### src/rtl/intx_pkg.sv
package intx_pkg;

  typedef logic [4:0] slot_t;

  // Rotate a device pin by its offset inside the expansion slot window.
  function automatic logic [1:0] rotate_pin(input slot_t slot, input slot_t base,
                                            input logic [1:0] pin);
    slot_t off;
    off = slot - base;
    return off[1:0] + pin;
  endfunction

  // True when the slot lies in [base, base+count).
  function automatic logic in_window(input slot_t slot, input slot_t base,
                                     input slot_t count);
    return (slot >= base) && (slot < base + count);
  endfunction

endpackage

### src/rtl/intx_swizzle.sv
module intx_swizzle
  import intx_pkg::*;
#(
  parameter int N_LINES   = 4,
  parameter int SLOT_BASE = 18,
  parameter int ONB_SLOT0 = 10,
  parameter int ONB_LINE0 = 3,
  parameter int ONB_SLOT1 = 11,
  parameter int ONB_LINE1 = 0,
  parameter int ONB_SLOT2 = 12,
  parameter int ONB_LINE2 = 1,
  localparam int LINE_W   = $clog2(N_LINES)
) (
  input  logic [7:0]        devfn,
  input  logic [1:0]        pin,
  output logic [LINE_W-1:0] line
);

  slot_t slot;
  assign slot = devfn[7:3];

  always_comb begin
    if (in_window(slot, slot_t'(SLOT_BASE), slot_t'(N_LINES)))
      line = LINE_W'(rotate_pin(slot, slot_t'(SLOT_BASE), pin));
    else if (slot == slot_t'(ONB_SLOT0))
      line = LINE_W'(ONB_LINE0);
    else if (slot == slot_t'(ONB_SLOT1))
      line = LINE_W'(ONB_LINE1);
    else if (slot == slot_t'(ONB_SLOT2))
      line = LINE_W'(ONB_LINE2);
    else
      line = LINE_W'(pin);
  end

endmodule

### src/rtl/intx_level_store.sv
module intx_level_store #(
  parameter int N_LINES = 4,
  localparam int LINE_W = $clog2(N_LINES)
) (
  input  logic               clk,
  input  logic               rst_n,
  input  logic               upd,
  input  logic [LINE_W-1:0]  upd_line,
  input  logic               upd_level,
  output logic [N_LINES-1:0] level_q
);

  for (genvar i = 0; i < N_LINES; i++) begin : g_line
    always_ff @(posedge clk) begin
      if (!rst_n)
        level_q[i] <= 1'b0;
      else if (upd && (upd_line == LINE_W'(i)))
        level_q[i] <= upd_level;
    end
  end

endmodule

### src/rtl/intx_route_table.sv
module intx_route_table #(
  parameter int N_LINES         = 4,
  parameter int ENTRY_W         = 8,
  parameter logic [7:0] TBL_RST = 8'h80,
  localparam int LINE_W         = $clog2(N_LINES)
) (
  input  logic                            clk,
  input  logic                            rst_n,
  input  logic                            we,
  input  logic [LINE_W-1:0]               idx,
  input  logic [ENTRY_W-1:0]              data,
  output logic [N_LINES-1:0][ENTRY_W-1:0] tbl_q
);

  for (genvar i = 0; i < N_LINES; i++) begin : g_entry
    always_ff @(posedge clk) begin
      if (!rst_n)
        tbl_q[i] <= ENTRY_W'(TBL_RST);
      else if (we && (idx == LINE_W'(i)))
        tbl_q[i] <= data;
    end
  end

endmodule

### src/rtl/intx_or_matrix.sv
module intx_or_matrix #(
  parameter int N_LINES = 4,
  parameter int N_OUT   = 16,
  parameter int ENTRY_W = 8
) (
  input  logic [N_LINES-1:0]              level_q,
  input  logic [N_LINES-1:0][ENTRY_W-1:0] tbl_q,
  output logic [N_OUT-1:0]                irq
);

  for (genvar k = 0; k < N_OUT; k++) begin : g_out
    logic [N_LINES-1:0] hit;
    for (genvar i = 0; i < N_LINES; i++) begin : g_src
      assign hit[i] = level_q[i] && (tbl_q[i] == ENTRY_W'(k));
    end
    assign irq[k] = |hit;
  end

endmodule

### src/rtl/intx_router.sv
module intx_router #(
  parameter int N_LINES         = 4,
  parameter int N_OUT           = 16,
  parameter int ENTRY_W         = 8,
  parameter int SLOT_BASE       = 18,
  parameter int ONB_SLOT0       = 10,
  parameter int ONB_LINE0       = 3,
  parameter int ONB_SLOT1       = 11,
  parameter int ONB_LINE1       = 0,
  parameter int ONB_SLOT2       = 12,
  parameter int ONB_LINE2       = 1,
  parameter logic [7:0] TBL_RST = 8'h80
) (
  input  logic             clk,
  input  logic             rst_n,
  input  logic             evt_valid,
  input  logic [7:0]       evt_devfn,
  input  logic [1:0]       evt_pin,
  input  logic             evt_level,
  input  logic             tbl_we,
  input  logic [1:0]       tbl_idx,
  input  logic [7:0]       tbl_data,
  output logic [N_OUT-1:0] irq_out
);

  localparam int LINE_W = $clog2(N_LINES);

  logic [LINE_W-1:0]               line_sel;
  logic [N_LINES-1:0]              level_q;
  logic [N_LINES-1:0][ENTRY_W-1:0] tbl_q;

  intx_swizzle #(
    .N_LINES(N_LINES), .SLOT_BASE(SLOT_BASE),
    .ONB_SLOT0(ONB_SLOT0), .ONB_LINE0(ONB_LINE0),
    .ONB_SLOT1(ONB_SLOT1), .ONB_LINE1(ONB_LINE1),
    .ONB_SLOT2(ONB_SLOT2), .ONB_LINE2(ONB_LINE2)
  ) u_swz (
    .devfn(evt_devfn), .pin(evt_pin), .line(line_sel)
  );

  intx_level_store #(.N_LINES(N_LINES)) u_lvl (
    .clk(clk), .rst_n(rst_n), .upd(evt_valid), .upd_line(line_sel),
    .upd_level(evt_level), .level_q(level_q)
  );

  intx_route_table #(.N_LINES(N_LINES), .ENTRY_W(ENTRY_W), .TBL_RST(TBL_RST)) u_tbl (
    .clk(clk), .rst_n(rst_n), .we(tbl_we), .idx(LINE_W'(tbl_idx)),
    .data(ENTRY_W'(tbl_data)), .tbl_q(tbl_q)
  );

  intx_or_matrix #(.N_LINES(N_LINES), .N_OUT(N_OUT), .ENTRY_W(ENTRY_W)) u_or (
    .level_q(level_q), .tbl_q(tbl_q), .irq(irq_out)
  );

endmodule

### config.mk
export PLATFORM = sky130hd
export DESIGN_NAME = intx_router
export DESIGN_NICKNAME = d
export VERILOG_FILES = /design/src/rtl/intx_pkg.sv /design/src/rtl/intx_swizzle.sv /design/src/rtl/intx_level_store.sv /design/src/rtl/intx_route_table.sv /design/src/rtl/intx_or_matrix.sv /design/src/rtl/intx_router.sv
export SDC_FILE = /design/constraint.sdc
export NUM_CORES = 1
export LEC_CHECK = 0
export BUFFER_PORTS_ARGS = -buffer_cell sky130_fd_sc_hd__buf_2
export CAP_MARGIN = 20
export CELL_PAD_IN_SITES_DETAIL_PLACEMENT = 1
export CELL_PAD_IN_SITES_GLOBAL_PLACEMENT = 1
export CORE_MARGIN = 2
export CORE_UTILIZATION = 37
export DETAILED_ROUTE_END_ITERATION = 6
export GPL_TIMING_DRIVEN = 0
export HOLD_SLACK_MARGIN = 0.15
export PLACE_DENSITY_LB_ADDON = 0.1
export SETUP_SLACK_MARGIN = 0.5
export SLEW_MARGIN = 20
export SYNTH_ARGS = -nofsm -noshare
export SYNTH_HDL_FRONTEND = slang
export SYNTH_HIERARCHICAL = 1
export SYNTH_SLANG_ARGS = --single-unit
### constraint.sdc
create_clock -name clk -period 1.9 [get_ports clk]
set_clock_uncertainty 0.1 [all_clocks]
set_input_delay 0.38 -clock clk [delete_from_list [all_inputs] [get_ports clk]]
set_output_delay 0.38 -clock clk [all_outputs]
set_load 0.1 [all_outputs]
### Word level (Yosys, flattened, before mapping)

Index checks and enable logic that the tools add are counted.
W data, S select, Z words.

* add/subtract/negate cells: 2
* $lt $le $gt $ge: 2
* equal/unequal tests: 69
* mux-type cells: 4
* reduce and logical (&&, ||, !) cells: 95

Operators by type and width (number)
* $eq A8 B4 Y1 const B: 32
* $eq A8 B3 Y1 const B: 16
* $logic_and A1 B1 Y1: 73
* $eq A8 B2 Y1 const B: 8
* $reduce_or A4 Y1: 16
* $eq A8 B1 Y1 const B: 4
* $logic_not A8 Y1: 4
* $eq A5 B4 Y1 const B: 3
* $eq A2 B2 Y1 const B: 4
* $mux W2: 4
* $ge A5 B5 Y1 const B: 1
* $lt A5 B5 Y1 const B: 1
* $eq A2 B1 Y1 const B: 2
* $logic_not A2 Y1: 2
* $add A2 B2 Y2: 1
* $sub A2 B2 Y2 const B: 1

* flip-flop bits (word level): 36
* input port bits: 25
* output and inout port bits: 16
* logic and storage cells: 180

### Longest topological paths before layout

Gate-level depths: netlist (run 1).

* word-level depth: 7
* depth in mapped cells: 6
* depth with buffers taken out: 6

### By module

Netlist (run 1), hierarchy kept.

Modules (own cells, without submodules)
* intx_route_table: times used 1, cells an instance 115, area each 1189.9 um^2, sequential area each 640.6 um^2
* intx_or_matrix: times used 1, cells an instance 107, area each 673.1 um^2, sequential area each 0.0 um^2
* intx_level_store: times used 1, cells an instance 17, area each 171.4 um^2, sequential area each 80.1 um^2
* intx_swizzle: times used 1, cells an instance 21, area each 162.7 um^2, sequential area each 0.0 um^2

### Worst setup path before layout (run 1)

No wires, ideal clock.

* path type: register to output
* start: register u_tbl/tbl_q[5] in the netlist's numbering
* end: output irq_out[2]
* data arrival time: 3.495 ns
* slack: -2.075 ns
* cell stages (with the launch flop): 4
* path through: dfxtp_1 > or3_4 > or4_4 > o311ai_1

* word-level cells in the longest chain between the ends: 3

Ends and longest elaborated chain
* start: declaration: line intx_route_table.sv:12 `output logic [N_LINES-1:0][ENTRY_W-1:0] tbl_q`
* start signal: indexed assignment: line intx_route_table.sv:18 `tbl_q[i] <= ENTRY_W'(TBL_RST);`
* start signal: indexed assignment: line intx_route_table.sv:20 `tbl_q[i] <= data;`
* $eq A8 B2 Y1: line intx_or_matrix.sv:14 `assign hit[i] = level_q[i] && (tbl_q[i] == ENTRY_W'(k));`
* $logic_and A1 B1 Y1: line intx_or_matrix.sv:14
* $reduce_or A4 Y1: line intx_or_matrix.sv:16 `assign irq[k] = |hit;`
* end: declaration: line intx_router.sv:23 `output logic [N_OUT-1:0] irq_out`

No other way between the ends.

### Final worst setup path (run 1)

* start: register u_tbl/tbl_q[5] in the netlist's numbering
* end: output irq_out[14]

* word-level cells in the longest chain between the ends: 3

Ends and longest elaborated chain (line)
* $eq A8 B4 Y1: intx_or_matrix.sv:14
* $logic_and A1 B1 Y1: intx_or_matrix.sv:14
* $reduce_or A4 Y1: intx_or_matrix.sv:16

No other way between the ends.

==> results of run 1 <==
## logic make-up (layout without fill, tap and decap cells)
| kind of cell | after synthesis | after routing |
|---|---|---|
| buffers and inverters | 16 | 71 |
| adders and majority gates | 1 | 1 |
| DFF | 36 | 36 |
| muxes | 38 | 38 |
| xor gates and xnor gates | 2 | 2 |
| AOI/OAI and AO/OA | 30 | 30 |
| and+or+nand+nor | 137 | 137 |
## what timing repair did
item / in CTS / in global routing
gates resized for setup: 73 / 40
endpoints found under the setup margin: 20 / 24
buffers inserted: 5 / 5
pin swaps: 14 / 11
## metal layers
layer	part of all wire	GRT usage	wire length, µm
met3	0.021	0.03111	151
met5	0	0	0
met2	0.51	0.3967	3670
met4	0.0077	0.04915	55
met1	0.46	0.2843	3293
## power groups by stage
stage          registers (mW)  clock network, mW  logic, mW
6_report                0.818              0.562      0.272
5_1_grt                 0.822              0.609      0.293
4_1_cts                 0.816              0.569      0.246
3_5_place_dp            0.831                  0      0.220
3_3_place_gp            0.830                  0      0.214
2_1_floorplan           0.821                  0      0.149
## metrics by stage
| stage | instance area (µm²) | power, mW | worst slack (ns) |
|---|---|---|---|
| after floorplan | 2485 | 0.9702 | -0.6702 |
| after global placement | 2764 | 1.044 | -0.7787 |
| after detailed placement | 2764 | 1.051 | -0.8550 |
| after CTS | 3193 | 1.632 | -0.7218 |
| after global routing | 3396 | 1.725 | -0.7473 |
| final | 3396 | 1.652 | -0.6863 |
## critical path: cells and delay by family, from the launching register on
family,cells,cell delay [ns]
flops,1,0.32
simple gates,3,1.05
compound gates,1,0.26
buf+inv,1,0.17
## worst max path at each step
stage,end,cells past startpoint
after floorplan,irq_out[2],3
after global placement,irq_out[2],5
after detailed placement,irq_out[2],5
after CTS,irq_out[1],5
after global routing,irq_out[14],5
final,irq_out[14],5
## synthesized netlist by cell type (4+ instances only)
library cell / instances
mux2i_1: 38
o221ai_1: 4
nor2b_1: 15
nand2_1: 58
nor4_1: 7
nand3_1: 11
clkbuf_1: 5
or3_4: 4
dfxtp_1: 36
nand4_1: 5
a22oi_1: 11
a32oi_1: 5
inv_1: 8
nor2_1: 6
nand2b_1: 11
## layout make-up
class                           count  area [µm²]
Buffer                              8       42.54
Clock buffer                        6       82.58
Clock inverter                      2       10.01
Fill cell                         658        2420
Inverter                            8       30.03
Multi-Input combinational cell    208        1859
Sequential cell                    36       725.7
Tap cell                           75       93.84
Timing Repair Buffer               47       551.8
## registers in the layout, summed over array words and instances (netlist names)
register / cells
u_lvl/level_q: 4
u_tbl/tbl_q: 32
==> flow_summary.ini, run 1 <==
[synthesis]
syn_area_um2 = 2197
yosysUniqueCellTypes = 43
muxShareOfSynthArea = 0.1731
yosysTopAreaCell = dfxtp_1
synth_edf_count = 0
ys_seq_area_frac = 0.3280
yosysTopAreaCellShare = 0.3280
synth_fa_ha_area_frac = 0.005695
synthXorXnorAreaFrac = 0.007973
synth_compound_area_frac = 0.1105
yosys.area_share.simple = 0.3428
avgSynthCellArea_um2 = 8.450
async_flop_share = 0
syn-instance-count = 260
synthFlopType = dfxtp_1
yosys_register_bits = 36
yosys-top-cells-area = dfxtp_1, mux2i_1, nand2_1
yosys_warnings = 6
synth_fp_nets = 286
synth_top_family_by_area = simple AND/OR/NAND/NOR gates

[layout]
final_common_cell = nand2_1
area_growth_pct = 54.56
drive_above_1_share = 0.3714
layout_common_cells = nand2_1, mux2i_1, dfxtp_1
stdcell_count = 390
fin_util = 0.5839
diodes = 0
final_nets = 340

[drt]
wire_per_inst_um = 18.39
vias_per_cell = 5.608
drtAntennaViolNets = 0
drc_errors = 0
wirelength_mm = 7.171
num_vias = 2187
drt_iter0_markers = 98
drt_first_pass_iters = 4

[pwr]
p_comb_frac = 0.165
seqPwrFrac = 0.495
p_leak_nw = 1.351
p_int_mw = 1.192
pwr-share-clk = 0.340
power_density_nw_per_um2 = 486.5
p_sw_frac = 0.2785
p_sw_mw = 0.4600
vdd_drop_max_uv = 462.3

[critical_path]
rr_endpoint = u_tbl/tbl_q[16]$_SDFFE_PN0P_
r2r_slack_ns = 0.98
crit_chain = or3_4, or4_4, o22a_1, nand2_4, buf_12
critPathSlowestCell = or4_4
arrival_ns = 2.11
critPathLaunchType = register
reg2reg_from = u_tbl/tbl_q[16]$_SDFFE_PN0P_
max_stage_delay_ns = 0.56
reg2reg_depth = 2
critical_path_class = reg -> out
crit_fanout = 4
cp.required_ns = 1.42
critical_path.startpoint = u_tbl/tbl_q[5]$_SDFFE_PN0P_
cp-end-kind = primary output

[placed_design]
port_buffers = 37
dp_hpwl_mm = 5.099
routabilityCongestion = 0.8530
dp.cells = 372

[outcome]
status = finished, violations left
violations = negative setup slack

[min_path]
min_from = tbl_data[7]
whs_path_depth = 3
hold_end = u_tbl/tbl_q[31]$_SDFFE_PN1P_
hold_class = in -> reg

[sta]
whs_ns = 0.3004
tightest_slew_ns = 0.6254
finalHoldViolations = 0
slew-limit-headroom = 0.5819
fmax_mhz = 386.7
period_share = 1.361
setup_tns_ns = -8.983
worst_slack_ns = -0.6863
slew_viol_final = 0
rsz0062_at_grt = true
period_needed_ns = 2.586
finalSetupViolations = 16

[clock_tree]
clock-root-buffer = clkbuf_8
cts_tree = built
ctsLongestPathBuffers = 2
clk_latency_ns = 0.28
h-tree-depth = 2
hold_buffers = 0
clk_pin_slew_ns = 0.08
cts.sinks = 36
cts_inserted_buffers = 5

[global_routing]
grt_use_total = 0.2225
grt_pass1_wl_mm = 11.15
grt-ovfl-total = 0
grt_pass1_vias = 2234
grt_antenna_before_repair = 0
grt_start_max_net_pins = 12

[floorplan]
start_util = 0.3778
die_h_um = 81.06
rows = 28
num_io_pins = 41
core_um2 = 5816
dieArea_um2 = 6571
die_width_um = 81.06

[job]
maxCapViolCount = 0
(Power assumes the default switching activity.)
==> run 2: changes to the inputs <==
Settings changed: CTS_BUF_LIST set to sky130_fd_sc_hd__clkbuf_16.
==> run 2 against run 1 <==
Critical path type unchanged. Sequential power is essentially flat. First-iteration DRC count shrank 3.1%. The run still ends with negative setup slack left. Cell count grew 0.26%.
==> flow_summary.ini, run 2 (synthesis gave the netlist of run 1 again) <==
[layout]
final_nets = 341
diodes = 0
drive_above_1_share = 0.3766
largest_registers = u_tbl/tbl_q (32), u_lvl/level_q (4)
final_common_cell = nand2_1
largest_register_ffs = 32
top_register = u_tbl/tbl_q
fin_util = 0.5957
stdcell_count = 391
finalInstanceArea_um2 = 3465
layout_common_cells = nand2_1, mux2i_1, dfxtp_1
area_growth_pct = 57.69

[pwr]
vdd_drop_max_uv = 411.3
p_sw_frac = 0.2666
p_comb_frac = 0.147
power_density_nw_per_um2 = 543.9
seqPwrFrac = 0.435
p_sw_mw = 0.5023
p_int_mw = 1.382
pwr-share-clk = 0.418
power_mw = 1.885
p_leak_nw = 1.392

[global_routing]
grt_use_total = 0.2320
grt_start_max_net_pins = 12
grt_pass1_vias = 2278
grt_antenna_before_repair = 0
grt_pass1_wl_mm = 11.47
grt-ovfl-total = 0

[critical_path]
r2r_slack_ns = 0.93
crit_fanout = 4
reg2reg_depth = 2
crit_end = irq_out[10]
critPathSlowestCell = or4_4
reg2reg_from = u_tbl/tbl_q[17]$_SDFFE_PN0P_
max_stage_delay_ns = 0.59
arrival_ns = 2.10
crit_chain = or3_4, or4_4, o22a_1, nand2_4, buf_12
cp-end-kind = primary output
critPathLaunchType = register
rr_endpoint = u_tbl/tbl_q[17]$_SDFFE_PN0P_
critical_path.startpoint = u_tbl/tbl_q[4]$_SDFFE_PN0P_
cp.required_ns = 1.42
critical_path_class = reg -> out

[drt]
met1_length_mm = 3.244
num_vias = 2223
routed.top_layer = met4
drc_errors = 0
drt_iter0_markers = 95
route.met3.wl_um = 217
vias_per_cell = 5.685
drtAntennaViolNets = 0
wirelength_mm = 7.562
wire_per_inst_um = 19.34
drt_first_pass_iters = 4
route.met2.wl_mm = 3.949

[sta]
setup_tns_ns = -8.885
period_share = 1.356
slew-limit-headroom = 0.5780
period_needed_ns = 2.576
tightest_slew_ns = 0.6312
finalHoldViolations = 0
worst_slack_ns = -0.6756
rsz0062_at_grt = true
slew_viol_final = 0
finalSetupViolations = 16
fmax_mhz = 388.3
whs_ns = 0.3106

[job]
maxCapViolCount = 0

[clock_tree]
clock-root-buffer = clkbuf_16
cts.sinks = 36
h-tree-depth = 2
hold_buffers = 0
clk_pin_slew_ns = 0.06
cts_tree = built
clk_latency_ns = 0.28
cts_inserted_buffers = 5
ctsLongestPathBuffers = 2

[floorplan]
dieArea_um2 = 6571
die_width_um = 81.06
num_io_pins = 41
rows = 28
core_um2 = 5816
die_h_um = 81.06
start_util = 0.3778

[placed_design]
dp_slack_ns = -0.8550
routabilityCongestion = 0.8530
port_buffers = 37
dp_hpwl_mm = 5.099
placed_area_um2 = 2764
dp.cells = 372

[outcome]
status = finished, violations left
violations = negative setup slack

[min_path]
hold_class = in -> reg
[run 2: cell types whose count changed in the layout (fill, tap and decap cells not counted), sizes merged]
| cell | before | now |
|---|---|---|
| buf | 48 | 49 |
| clkbuf | 13 | 12 |
| clkinv | 2 | 3 |
[run 2: timing repair]
item                       4_1_cts  5_1_grt
gates resized for setup         72       46
setup buffers                    5        6
cloned                           0        0
setup endpoints to repair       20       27
pin swaps                       14       21
[run 2: worst min-delay path by stage]
stage	start	end	slack (ns)	cells after the start
detailed placement	u_tbl/tbl_q[14]$_SDFFE_PN0P_	u_tbl/tbl_q[14]$_SDFFE_PN0P_	0.36	2
global route	tbl_data[7]	u_tbl/tbl_q[31]$_SDFFE_PN1P_	0.34	3
global placement	u_tbl/tbl_q[12]$_SDFFE_PN0P_	u_tbl/tbl_q[12]$_SDFFE_PN0P_	0.34	2
CTS	tbl_data[7]	u_tbl/tbl_q[31]$_SDFFE_PN1P_	0.31	3
finish	tbl_data[7]	u_tbl/tbl_q[31]$_SDFFE_PN1P_	0.31	3
floorplan	u_tbl/tbl_q[14]$_SDFFE_PN0P_	u_tbl/tbl_q[14]$_SDFFE_PN0P_	0.33	2
[run 2: cell type report]
class,count,area (µm²)
inverters,8,30.03
clock buffers,5,125.1
clock inverters,3,13.76
plain buffers,8,43.79
flip-flops and latches,36,724.4
repair buffers,48,566.8
multi-input cells,208,1867
well taps,75,93.84
fillers,657,2351
[run 2: power by group through the flow]
stage | Sequential [mW] | Clock [mW] | Combinational, mW
5_1_grt | 0.823 | 0.831 | 0.299
3_5_place_dp | 0.831 | 0 | 0.220
4_1_cts | 0.817 | 0.793 | 0.247
3_3_place_gp | 0.830 | 0 | 0.214
2_1_floorplan | 0.821 | 0 | 0.149
6_report | 0.820 | 0.787 | 0.277
[run 2: routing by layer]
| layer | up-vias | track usage |
|---|---|---|
| met4 | 0 | 0.07627 |
| met1 | 1097 | 0.2876 |
| met3 | 15 | 0.03556 |
| met2 | 53 | 0.4099 |
| li1 | 1058 | - |
| met5 | - | 0 |
[run 2: critical path: cells and delay by family, from the launching register on]
family,cells,cell delay (ns)
simple gates,3,1.08
flops,1,0.31
compound gates,1,0.25
buf+inv,1,0.17
